### src/rtl/pagealias_pkg.sv
package pagealias_pkg;

  localparam int PA_PAGES = 16;
  localparam int PA_IDX_W = $clog2(PA_PAGES);
  localparam int PA_DATA_W = 8;

  // Upper-half offsets released to ISA in the partial variant
  localparam logic [PA_PAGES-1:0] PA_EXEMPT_MASK = 16'h7171;

  typedef struct packed {
    logic                sel;
    logic [PA_IDX_W-1:0] idx;
    logic                fwd;
    logic                reload;
    logic                ignored;
  } pa_dec_t;

  function automatic logic pa_is_exempt(input logic [PA_IDX_W-1:0] off);
    return PA_EXEMPT_MASK[off];
  endfunction

  // Alias target: address minus 10h, kept to the bank index width
  function automatic logic [PA_IDX_W-1:0] pa_alias_index(input logic [7:0] low_addr);
    logic [7:0] tgt;
    tgt = low_addr - 8'h10;
    return tgt[PA_IDX_W-1:0];
  endfunction

endpackage

### src/rtl/pa_decode.sv
module pa_decode
  import pagealias_pkg::*;
#(
  parameter int ADDR_W     = 16,
  parameter bit FULL_RANGE = 1'b0
) (
  input  logic [ADDR_W-1:0] addr,
  input  logic              rd,
  input  logic              wr,
  input  logic              src_isa,
  input  logic              alias_ctl,
  output logic              hit_lo,
  output logic              hit_hi,
  output logic              blocked,
  output pa_dec_t           dec
);

  logic                upper_zero;
  logic                acc;
  logic                is_p92;
  logic                ctl_release;
  logic [PA_IDX_W-1:0] off;

  assign upper_zero = (addr[ADDR_W-1:8] == '0);
  assign hit_lo     = upper_zero && (addr[7:4] == 4'h8);
  assign hit_hi     = upper_zero && (addr[7:4] == 4'h9);
  assign off        = addr[PA_IDX_W-1:0];
  assign is_p92     = hit_hi && (off == 4'h2);
  assign acc        = rd | wr;

  generate
    if (FULL_RANGE) begin : g_full
      assign ctl_release = alias_ctl;
    end else begin : g_partial
      assign ctl_release = alias_ctl && pa_is_exempt(off);
    end
  endgenerate

  assign blocked = hit_hi && (is_p92 || ctl_release);

  always_comb begin
    dec.ignored = src_isa && alias_ctl && hit_hi;
    dec.sel     = acc && (hit_lo || (hit_hi && !blocked)) && !dec.ignored;
    dec.idx     = hit_hi ? pa_alias_index(addr[7:0]) : off;
    dec.fwd     = acc && !src_isa &&
                  ((hit_lo && wr) || (hit_hi && (blocked || wr)));
    dec.reload  = acc && (hit_lo || (hit_hi && !alias_ctl));
  end

endmodule

### src/rtl/pa_page_file.sv
module pa_page_file
  import pagealias_pkg::*;
(
  input  logic                 clk,
  input  logic                 rst_n,
  input  logic                 we,
  input  logic [PA_IDX_W-1:0]  idx,
  input  logic [PA_DATA_W-1:0] wdata,
  output logic [PA_DATA_W-1:0] rdata
);

  logic [PA_DATA_W-1:0] pages [PA_PAGES];

  always_ff @(posedge clk or negedge rst_n) begin
    if (!rst_n) begin
      for (int i = 0; i < PA_PAGES; i++) pages[i] <= '0;
    end else if (we) begin
      pages[idx] <= wdata;
    end
  end

  assign rdata = pages[idx];

endmodule

### src/rtl/pa_fastoff_timer.sv
module pa_fastoff_timer #(
  parameter int TMR_W = 8
) (
  input  logic             clk,
  input  logic             rst_n,
  input  logic             reload,
  input  logic [TMR_W-1:0] start,
  input  logic             tick,
  output logic [TMR_W-1:0] count,
  output logic             expired
);

  function automatic logic [TMR_W-1:0] step_down(input logic [TMR_W-1:0] v);
    return (v == '0) ? v : v - 1'b1;
  endfunction

  always_ff @(posedge clk or negedge rst_n) begin
    if (!rst_n)      count <= '0;
    else if (reload) count <= start;
    else if (tick)   count <= step_down(count);
  end

  assign expired = (count == '0);

endmodule

### src/rtl/pagereg_alias_decoder.sv
module pagereg_alias_decoder
  import pagealias_pkg::*;
#(
  parameter int ADDR_W     = 16,
  parameter int TMR_W      = 8,
  parameter bit FULL_RANGE = 1'b0
) (
  input  logic                clk,
  input  logic                rst_n,
  input  logic [ADDR_W-1:0]   io_addr,
  input  logic                io_rd,
  input  logic                io_wr,
  input  logic [7:0]          io_wdata,
  input  logic                src_isa,
  input  logic                alias_ctl,
  input  logic                tick,
  input  logic [TMR_W-1:0]    tmr_start,
  output logic                reg_sel,
  output logic [3:0]          reg_idx,
  output logic [7:0]          rdata,
  output logic                isa_fwd,
  output logic                tmr_reload,
  output logic [TMR_W-1:0]    tmr_count,
  output logic                tmr_expired
);

  pa_dec_t             dec;
  logic                hit_lo;
  logic                hit_hi;
  logic                blocked;
  logic                page_we;
  logic                page_rd;
  logic [PA_DATA_W-1:0] page_q;

  pa_decode #(.ADDR_W(ADDR_W), .FULL_RANGE(FULL_RANGE)) u_dec (
    .addr      (io_addr),
    .rd        (io_rd),
    .wr        (io_wr),
    .src_isa   (src_isa),
    .alias_ctl (alias_ctl),
    .hit_lo    (hit_lo),
    .hit_hi    (hit_hi),
    .blocked   (blocked),
    .dec       (dec)
  );

  assign page_we = dec.sel && io_wr;
  assign page_rd = dec.sel && !io_wr;

  pa_page_file u_pages (
    .clk   (clk),
    .rst_n (rst_n),
    .we    (page_we),
    .idx   (dec.idx),
    .wdata (io_wdata),
    .rdata (page_q)
  );

  pa_fastoff_timer #(.TMR_W(TMR_W)) u_tmr (
    .clk     (clk),
    .rst_n   (rst_n),
    .reload  (dec.reload),
    .start   (tmr_start),
    .tick    (tick),
    .count   (tmr_count),
    .expired (tmr_expired)
  );

  assign reg_sel    = dec.sel;
  assign reg_idx    = dec.idx;
  assign rdata      = page_rd ? page_q : '0;
  assign isa_fwd    = dec.fwd;
  assign tmr_reload = dec.reload;

endmodule

### config.mk
export PLATFORM = sky130hd
export DESIGN_NAME = pagereg_alias_decoder
export DESIGN_NICKNAME = d
export VERILOG_FILES = /design/src/rtl/pagealias_pkg.sv /design/src/rtl/pa_decode.sv /design/src/rtl/pa_page_file.sv /design/src/rtl/pa_fastoff_timer.sv /design/src/rtl/pagereg_alias_decoder.sv
export SDC_FILE = /design/constraint.sdc
export NUM_CORES = 1
export LEC_CHECK = 0
export ABC_AREA = 1
export CAP_MARGIN = 20
export CORE_MARGIN = 2
export CORE_UTILIZATION = 50
export DETAILED_ROUTE_END_ITERATION = 16
export DONT_BUFFER_PORTS = 1
export HOLD_SLACK_MARGIN = 0.05
export PLACE_DENSITY = 0.62
export RECOVER_POWER = 50
export SLEW_MARGIN = 40
export SYNTH_ARGS = -nofsm -noshare
export SYNTH_HDL_FRONTEND = slang
export SYNTH_SLANG_ARGS = --single-unit
### constraint.sdc
create_clock -name clk -period 3.7 [get_ports clk]
set_clock_uncertainty 0.1 [all_clocks]
set_input_delay 0.185 -clock clk [delete_from_list [all_inputs] [get_ports clk]]
set_output_delay 0.185 -clock clk [all_outputs]
set_load 0.1 [all_outputs]
# Word level (Yosys, flattened, before mapping)
# Memory sizes are Yosys's and may differ from the RTL's.
# Cells that the tools add are included.
[op_classes]
add_sub_neg = 2
magnitude_cmp = 3
eq_ne = 4
mux = 12
bitwise_logic = 2
n_reduce_logical = 33
[ops]
columns = ["op", "n"]
rows = [
  ["$bwmux W128", 1],
  ["$mux W8", 7],
  ["$bmux W8 S4", 1],
  ["$demux W8 S4", 1],
  ["$logic_and A1 B1 Y1", 19],
  ["$logic_not A8 Y1", 2],
  ["$eq A4 B4 Y1 const B", 2],
  ["$sub A8 B1 Y8 const B", 1],
  ["$ge A5 B5 Y1 const B", 1],
  ["$logic_not A1 Y1", 5],
  ["$logic_or A1 B1 Y1", 5],
  ["$lt A4 B5 Y1 const B", 1],
  ["$lt A5 B1 Y1 const B", 1],
  ["$not A4 Y5", 1],
  ["$eq A4 B2 Y1 const B", 1],
  ["$mux W4", 1],
  ["$sub A4 B1 Y4 const B", 1],
  ["$ne A2 B2 Y1 const B", 1],
  ["$reduce_and A2 Y1", 1],
  ["$reduce_bool A2 Y1", 1],
  ["$mux W1", 1],
  ["$or A1 B1 Y1", 1],
]
[totals]
reg_bits = 136
mem_bits_ro = 16
input_bits = 39
out_inout_bits = 24
memories = 1
[memory_table]
columns = ["name", "depth", "width", "rd", "rd_ports_with_merged_regs", "wr", "line_no", "source"]
rows = [
  ["(no name shown)", 16, 1, 1, 0, 0, "pagealias_pkg.sv:19", "return PA_EXEMPT_MASK[off];"],
]

# Depth between registers and ports, before layout
# Gate-level depths: netlist of the first run.
[depth]
ltp_word = 12
ltp_mapped = 12
mapped_depth_nobuf = 10

# Hierarchy
# From an unflattened synthesis of the first run, not the netlist that was laid out.
[unflattened]
cells_unflattened = 988
hier_area_um2 = 7063.0
[modules_own_cells]
columns = ["module", "n_inst", "cells_per_inst", "area_per_inst_um2", "seq_area_each_um2"]
rows = [
  ["pa_page_file", 1, 830, 6093.3, 3203.1],
  ["pa_fastoff_timer", 1, 87, 616.8, 200.2],
  ["pa_decode", 1, 51, 275.3, 0.0],
  ["pagereg_alias_decoder", 1, 20, 77.6, 0.0],
]

# Least setup slack after synthesis of the first run
# OpenSTA, ideal clock, no wires.
[synth_timing]
kind = "in2out"
from = "input io_wr"
to = "output rdata[0]"
t_arrival_ns = 4.998
required_ns = 3.415
setup_slack_ns = -1.583
path_stages = 8
cell_sequence = "buf_2 nor2_1 inv_1 o21ai_0 nor2_1 a21boi_0 nand2_1 nor2_1"
[synth_via]
elab_chain_cells = 5
elab_cells_between_ends = 6
cone_classes = "1 x mux; 1 x bitwise; 4 x reduce/logical"
[synth_rtl]
columns = ["element", "line_no", "source"]
rows = [
  ["start: declaration", "pagereg_alias_decoder.sv:12", "input logic io_wr,"],
  ["$or A1 B1 Y1", "pa_decode.sv:29", "assign acc = rd | wr;"],
  ["$logic_and A1 B1 Y1 (2 in a row)", "pa_decode.sv:43", "dec.sel = acc && (hit_lo || (hit_hi && !blocked)) && !dec.ignored;"],
  ["named net reg_sel", "pagereg_alias_decoder.sv:18", "output logic reg_sel,"],
  ["$logic_and A1 B1 Y1", "pagereg_alias_decoder.sv:48", "assign page_rd = dec.sel && !io_wr;"],
  ["$mux W8", "pagereg_alias_decoder.sv:71", "assign rdata = page_rd ? page_q : '0;"],
  ["end: declaration", "pagereg_alias_decoder.sv:20", "output logic [7:0] rdata,"],
]
# The timed path passes the listed nets, and every way through them passes these cells.

# Worst setup path in the final report of the first run
[layout_timing]
from = "register u_tmr.count[3]"
to = "register u_tmr.count[7]"
[layout_via]
elab_chain_cells = 4
elab_cells_between_ends = 7
cone_classes = "1 x add/sub; 1 x eq/ne; 3 x mux; 2 x reduce/logical"
[layout_rtl]
columns = ["element", "line_no", "source"]
rows = [
  ["start: declaration", "pa_fastoff_timer.sv:9", "output logic [TMR_W-1:0] count,"],
  ["start signal: assignment", "pa_fastoff_timer.sv:19", "else if (reload) count <= start;"],
  ["start signal: assignment", "pa_fastoff_timer.sv:20", "else if (tick) count <= step_down(count);"],
  ["$sub A8 B1 Y8", "pa_fastoff_timer.sv:14", "return (v == '0) ? v : v - 1'b1;"],
  ["$mux W8", "pa_fastoff_timer.sv:14", ""],
  ["$mux W8", "pa_fastoff_timer.sv:20", ""],
  ["$mux W8", "pa_fastoff_timer.sv:19", ""],
]
# Parallel ways exist; a longest one is shown, timed or not. The select of a mux whose other input is x is not followed.
# A chain may end at the register's enable or synchronous reset.

==> results.md, run 1 <==
* Drt total wl at 20000 um
* ANT nets after route at 0
* GRT overflow at 0
* Leak at 5.21 nW
* Worst-skew pair later-pin latency at 430 ps
* Post-synthesis sequential area ratio at 44.8%
* Routability-driven placement congestion ratio at 0.812
* Die width at 127 um
* Initial DRT Pass Iterations at 5
* Worst stage delay on the critical path at 560 ps
* Post-synth ARST share at 100%
* Share of layout cells above drive strength 1 at 9.83%
* Clock sinks at 136
* Syn_nets at 1122
* Port Buffers at 0
* Die Y at 127 um
* CP delay by family, top: simple AND/OR/NAND/NOR gates
* CP arrival at 3010 ps
* Hold Path Depth at 4
* Cts hold-fix bufs at 19
* Critical Path End Type: register
* MaxCap Viol Count at 1
* R2R cell count at 6
* Worst Hold Class: input pin to register
* Post-synth top flop: dfrtp_1
* Initial antenna violation count at 1
* Crit path buf inv count at 1
* Crit path time final at 2770 ps
* Post-Layout Cell Count at 1288
* Final hold vios at 0
* Yosys warns at 0
* DR vias at 6382
* Overall global routing resource usage at 26.3%
* Initial DRC count at 581
* Setup TNS Final at 0 ps
* Largest net degree at the start of global routing at 137
* Ports at 63
* Crit-path max FO at 9
* DP HPWL at 12200 um
* Die area at 16200 um2
* Setup violators final at 0
* Core ar. at 15000 um2
* FMAX at 362 MHz
* Drt drc at 0
* Failing checks: capacitance limit, slew limit
* CP cell instances: clkbuf_1 > nor2_1 > nand3_1 > o21ai_1 > nand2_1 > o221ai_1
* Power density over cell area at 486 nW/um2
* Post_cts resized at 0
* Clk root buf: clkbuf_16
* Outcome: finished, violations left
* Worst slew margin at -26.8%
* RSZ-0062 raised after global routing: false
* Worst setup path start: u_tmr.count[3]$_DFFE_PN0P_
* Synth Cell Area at 7590 um2
* CP required at 3940 ps
* Placed insts at 1236
* DR WL/cell at 15.5 um
* Distinct cells, synth at 31
* Syn Inst Count at 1081
* Reg clk slew, reported paths at 60 ps
* TritonCTS buffer count at 17
* Final period util at 74.7%
* Reg-to-reg slack, setup at 930 ps
* Nature of the critical path startpoint: register
* Filler cells at 1411
* CP Depth at 6
* CTS max path bufs at 2
* CP Class: register to register
* Area growth, synth to finish at 14.2%
* First-pass GRT wire length at 32600 um
* Fin Hold WS at 76.1 ps
* Row count at 45
* Avg Inst Size Synth at 7.02 um2
* Worst setup endpoint: u_tmr.count[7]$_DFFE_PN0P_
* Reg2reg end: u_tmr.count[7]$_DFFE_PN0P_
* Post-CTS setup buffers at 0
* Vias per inst at 4.95
* Flops & latches, synth at 136
* Reg2reg start: u_tmr.count[3]$_DFFE_PN0P_
* Critical-path cell with the highest stage delay: clkbuf_1
* Nets@finish at 1127
* Fin. max-slew vios at 137
* CTS tree: built
* # H-tree levels at 4
* Max VDD drop at 0.000344 V
* Total chip power at 4.21 mW
* EDFF count, synth at 0
* Number of global-route vias before repair at 6172
* Initial Util at 50.5%
* Worst-Margin Slew at 1900 ps
-- tightest hold or removal path, stage by stage --
cell and delay, ps:
nand4_4 230, nand2_1 80, inv_1 40, nor2_1 30
-- report_power, final --
part	internal [mW]	switching (mW)
Combinational	0.119	0.395
Clock	1.30	0.648
Sequential	1.52	0.221
-- metal layers --
| layer | vias up | routed length [um] | GRT usage (%) |
|---|---|---|---|
| li1 | 3226 | - | - |
| met1 | 2917 | 9370 | 36.7 |
| met2 | 210 | 8970 | 40.5 |
| met3 | 29 | 1250 | 6.24 |
| met4 | 0 | 390 | 8.86 |
| met5 | - | 0 | 0 |
-- metrics by stage --
stage	area (um2)	util [%]	setup WS [ps]
after floorplan	7590	-	103
after global placement	7830	52.1	1130
after detailed placement	7840	52.1	1100
after CTS	8720	58.0	1140
after global routing	8660	57.6	755
final	8670	57.6	935
-- placed cells by master, fill, tap and decap left out, drive strengths merged --
| cell type | instances |
|---|---|
| o221ai | 1 |
| xnor2 | 1 |
| inv | 277 |
| o211ai | 3 |
| clkbuf | 29 |
| xor2 | 2 |
| buf | 21 |
| nor2 | 287 |
| dfrtp | 136 |
| bufinv | 5 |
| a31oi | 1 |
| o22ai | 63 |
| a21boi | 1 |
| clkinv | 3 |
| nand2 | 158 |
| diode | 1 |
| nand3 | 6 |
| nor3 | 1 |
| nand4 | 28 |
| o21ai | 56 |
| a21oi | 4 |
| dlygate4sd3 | 14 |
| ha | 2 |
-- cells by family (layout without fill, tap and decap cells) --
logic type      after synthesis  in the layout  share of synthesized area [%]
compound gates              129            129                           9.74
xor+xnor                      3              3                          0.346
fa+ha+maj                     2              2                          0.330
other cells                   0              1                              0
simple gates                480            480                           27.4
flops                       136            136                           44.8
buf+inv                     331            349                           17.3
-- worst min path at each step --
stage               startpoint                             end  slack, ps
floorplan                rst_n    u_pages.pages[0]$_DFFE_PN0P_       -210
global placement         rst_n  u_pages.pages[126]$_DFFE_PN0P_       -210
detailed placement       rst_n  u_pages.pages[102]$_DFFE_PN0P_       -210
CTS                      io_wr    u_pages.pages[4]$_DFFE_PN0P_         50
global route             io_wr    u_pages.pages[7]$_DFFE_PN0P_        100
finish                   io_wr    u_pages.pages[4]$_DFFE_PN0P_         80
-- registers in the layout (all words and copies together) (netlist names) --
signal and flops:
u_pages.pages 128, u_tmr.count 8
-- Yosys cell counts, types with 3 or more instances --
library cell  count  share of area [%]
dfrtp_1         136                 45
clkbuf_1         26                1.3
inv_1           258                 13
nor2_1          274                 14
nand2_1         156                7.7
nand4_4          10                2.8
o211ai_1          3               0.30
buf_6             3               0.45
inv_2            19               0.94
nand3_1           6               0.40
buf_2            14               0.92
a21oi_1           4               0.26
buf_1             3               0.15
nand4_1          18                1.5
o21ai_0          55                3.6
o22ai_1          63                5.2
buf_4             6               0.59
nor2_2           12               0.99
-- final cells by class --
| type | instances | area, um2 | share of cell area [%] |
|---|---|---|---|
| Antenna cell | 1 | 2.50 | 0.0289 |
| Tap cell | 188 | 235 | 2.71 |
| Timing Repair Buffer | 39 | 407 | 4.69 |
| Clock buffer | 25 | 515 | 5.95 |
| Inverter | 278 | 1040 | 12.0 |
| Sequential cell | 136 | 3400 | 39.3 |
| Multi-Input combinational cell | 614 | 2900 | 33.5 |
| Clock inverter | 7 | 160 | 1.85 |
No activity file was read; power rests on OpenSTA's default activity.
==> run 2: changes to the inputs <==
--- a/config.mk
+++ b/config.mk
@@ -12,7 +12,7 @@
 export DETAILED_ROUTE_END_ITERATION = 16
 export DONT_BUFFER_PORTS = 1
 export HOLD_SLACK_MARGIN = 0.05
-export PLACE_DENSITY = 0.62
+export PLACE_DENSITY = 0.65
 export RECOVER_POWER = 50
 export SLEW_MARGIN = 40
 export SYNTH_ARGS = -nofsm -noshare
==> constraint.sdc (replaced) <==
create_clock -name clk -period 2.32 [get_ports clk]
set_clock_uncertainty 0.1 [all_clocks]
set_input_delay 0.116 -clock clk [delete_from_list [all_inputs] [get_ports clk]]
set_output_delay 0.116 -clock clk [all_outputs]
set_load 0.1 [all_outputs]
==> results.md, run 2 (synthesis results as in run 1) <==
* Outcome: finished, violations left (unchanged)
* Failing checks: hold timing (was capacitance limit, slew limit)
* CP arrival at 2270 ps (was 3010 ps)
* Setup WS post-layout at 262 ps (was 935 ps)
* Most common cell after layout, fill and taps aside: nor2_1 (unchanged)
* Die Y at 127 um (unchanged)
* Row count at 45 (unchanged)
* FMAX at 486 MHz
* Initial DRC count at 482 (was 581)
* Cts hold-fix bufs at 25 (was 19)
* Placed cell areas at 8040 um2 (was 7840 um2)
* Setup violators final at 0 (unchanged)
* Worst-skew pair later-pin latency at 420 ps (was 430 ps)
* Most frequent cells in the layout: nor2_1 (265), inv_1 (258), nand2_1 (155) (was nor2_1 (265), inv_1 (257), nand2_1 (156))
* Final period util at 88.7%
* Share of layout cells above drive strength 1 at 10.8% (was 9.83%)
* Fin Hold WS at -714 ps (was 76.1 ps)
* Worst slew margin at 17.6% (was -26.8%)
* Nature of the critical path startpoint: input pin (was register)
* Place WS at 373 ps (was 1100 ps)
* Initial Util at 50.5% (unchanged)
* Ports at 63 (unchanged)
* ANT nets after route at 0 (unchanged)
* DP HPWL at 11900 um (was 12200 um)
* Power density over cell area at 733 nW/um2 (was 486 nW/um2)
* Clock sinks at 136 (unchanged)
* Regs by FF count: u_pages.pages x128, u_tmr.count x8 (unchanged)
* CTS tree: built (unchanged)
* Core ar. at 15000 um2 (unchanged)
* RSZ-0062 raised after global routing: false (unchanged)
* CP Class: input pin to register (was register to register)
* Area growth, synth to finish at 17.4% (was 14.2%)
* Clk root buf: clkbuf_16 (unchanged)
* First-pass GRT wire length at 31800 um (was 32600 um)
* Port Buffers at 0 (unchanged)
* Number of global-route vias before repair at 6380 (was 6172)
* GRT overflow at 0 (unchanged)
* Max reg flops at 128 (unchanged)
* Total chip power at 6.53 mW (was 4.21 mW)
* CTS max path bufs at 2 (unchanged)
* TritonCTS buffer count at 17 (unchanged)
* Post-CTS setup buffers at 0 (unchanged)
* Fin. max-slew vios at 0 (was 137)
* Largest net degree at the start of global routing at 137 (unchanged)
* Reg with most FFs: u_pages.pages (unchanged)
* MaxCap Viol Count at 0 (was 1)
* Worst Hold Class: input pin to async pin (was input pin to register)
* Antenna cells at 0 (was 1)
* Final Cell Area at 8910 um2 (was 8670 um2)
* Routability-driven placement congestion ratio at 0.819 (was 0.812)
* Final hold vios at 136 (was 0)
* Crit path time final at 2060 ps
* # H-tree levels at 4 (unchanged)
* Max VDD drop at 0.000669 V (was 0.000344 V)
* CP required at 2530 ps (was 3940 ps)
* Overall global routing resource usage at 25.1% (was 26.3%)
* DR WL/cell at 14.7 um (was 15.5 um)
* Initial antenna violation count at 0 (was 1)
* Setup TNS Final at 0 ps (unchanged)
* Placed insts at 1250 (was 1236)
* Vias per inst at 4.93 (was 4.95)
* Nets@finish at 1147 (was 1127)
* Leak at 5.32 nW (was 5.21 nW)
* Die area at 16200 um2 (unchanged)
* Initial DRT Pass Iterations at 4 (was 5)
* Crit-path max FO at 16 (was 9)
* Drt drc at 0 (unchanged)
* Drt total wl at 19200 um (was 20000 um)
* DR vias at 6439 (was 6382)
* Critical Path End Type: register (unchanged)
* Post-Layout Cell Count at 1307 (was 1288)
* Worst-Margin Slew at 1240 ps (was 1900 ps)
* Reg clk slew, reported paths at 60 ps (about the same)
* Die width at 127 um (unchanged)
* Final Util at 59.3% (was 57.6%)
[run 2: cell count changes in the layout (fill, tap and decap cells not counted), sizes merged]
cell | previous run | this run
buf | 21 | 33
dlygate4sd3 | 14 | 24
clkbuf | 29 | 22
clkinv | 3 | 6
bufinv | 5 | 3
clkinvlp | 0 | 2
inv | 277 | 279
diode | 1 | 0
[run 2: path summary, 6_finish.rpt]
path | slack (ps) | cells after the start | endpoint | from
max in group asynchronous | 2610 | 0 | u_pages.pages[106]$_DFFE_PN0P_ | rst_n
min in group clk | 70 | 3 | u_tmr.count[0]$_DFFE_PN0P_ | tick
worst min-delay path | -710 | 0 | u_tmr.count[2]$_DFFE_PN0P_ | rst_n
worst min register to register | 390 | 2 | u_pages.pages[105]$_DFFE_PN0P_ | u_pages.pages[105]$_DFFE_PN0P_
worst max-delay path | 260 | 11 | u_pages.pages[93]$_DFFE_PN0P_ | io_addr[1]
worst max register to register | 310 | 5 | u_tmr.count[7]$_DFFE_PN0P_ | u_tmr.count[6]$_DFFE_PN0P_
[run 2: where the power goes]
group | switching [mW] | internal (mW)
sequential | 0.0311 | 2.44
combinational | 0.929 | 0.255
clock | 1.09 | 1.79
total | 2.05 | 4.48
[run 2: what timing repair did]
action | CTS | global route
setup endpoints to repair | 0 | 0
endpoints found under the hold margin | 272 | 136
resized for setup | 0 | 0
[run 2: layer usage]
layer | wire length, um | GRT usage [%]
met5 | 0 | 0
met4 | 292 | 6.85
met3 | 1030 | 5.15
met2 | 9310 | 42.4
met1 | 8550 | 33.1
[run 2: layout make-up]
type                            count  area [um2]
Fill cell                        1378        6120
Sequential cell                   136        3400
Multi-Input combinational cell    614        2950
Inverter                          278        1040
Timing Repair Buffer               59         643
Clock buffer                       20         467
Tap cell                          188         235
Clock inverter                     12         165
[run 2: worst max-delay path: stages]
cell and delay (ps):
inv_2 30, nor2_1 170, nand2_1 100, nand4_1 120, nand2_2 210, buf_12 240
nand4_4 60, dlygate4sd3_1 960, nand2_1 140, inv_2 90, nor2_2 30
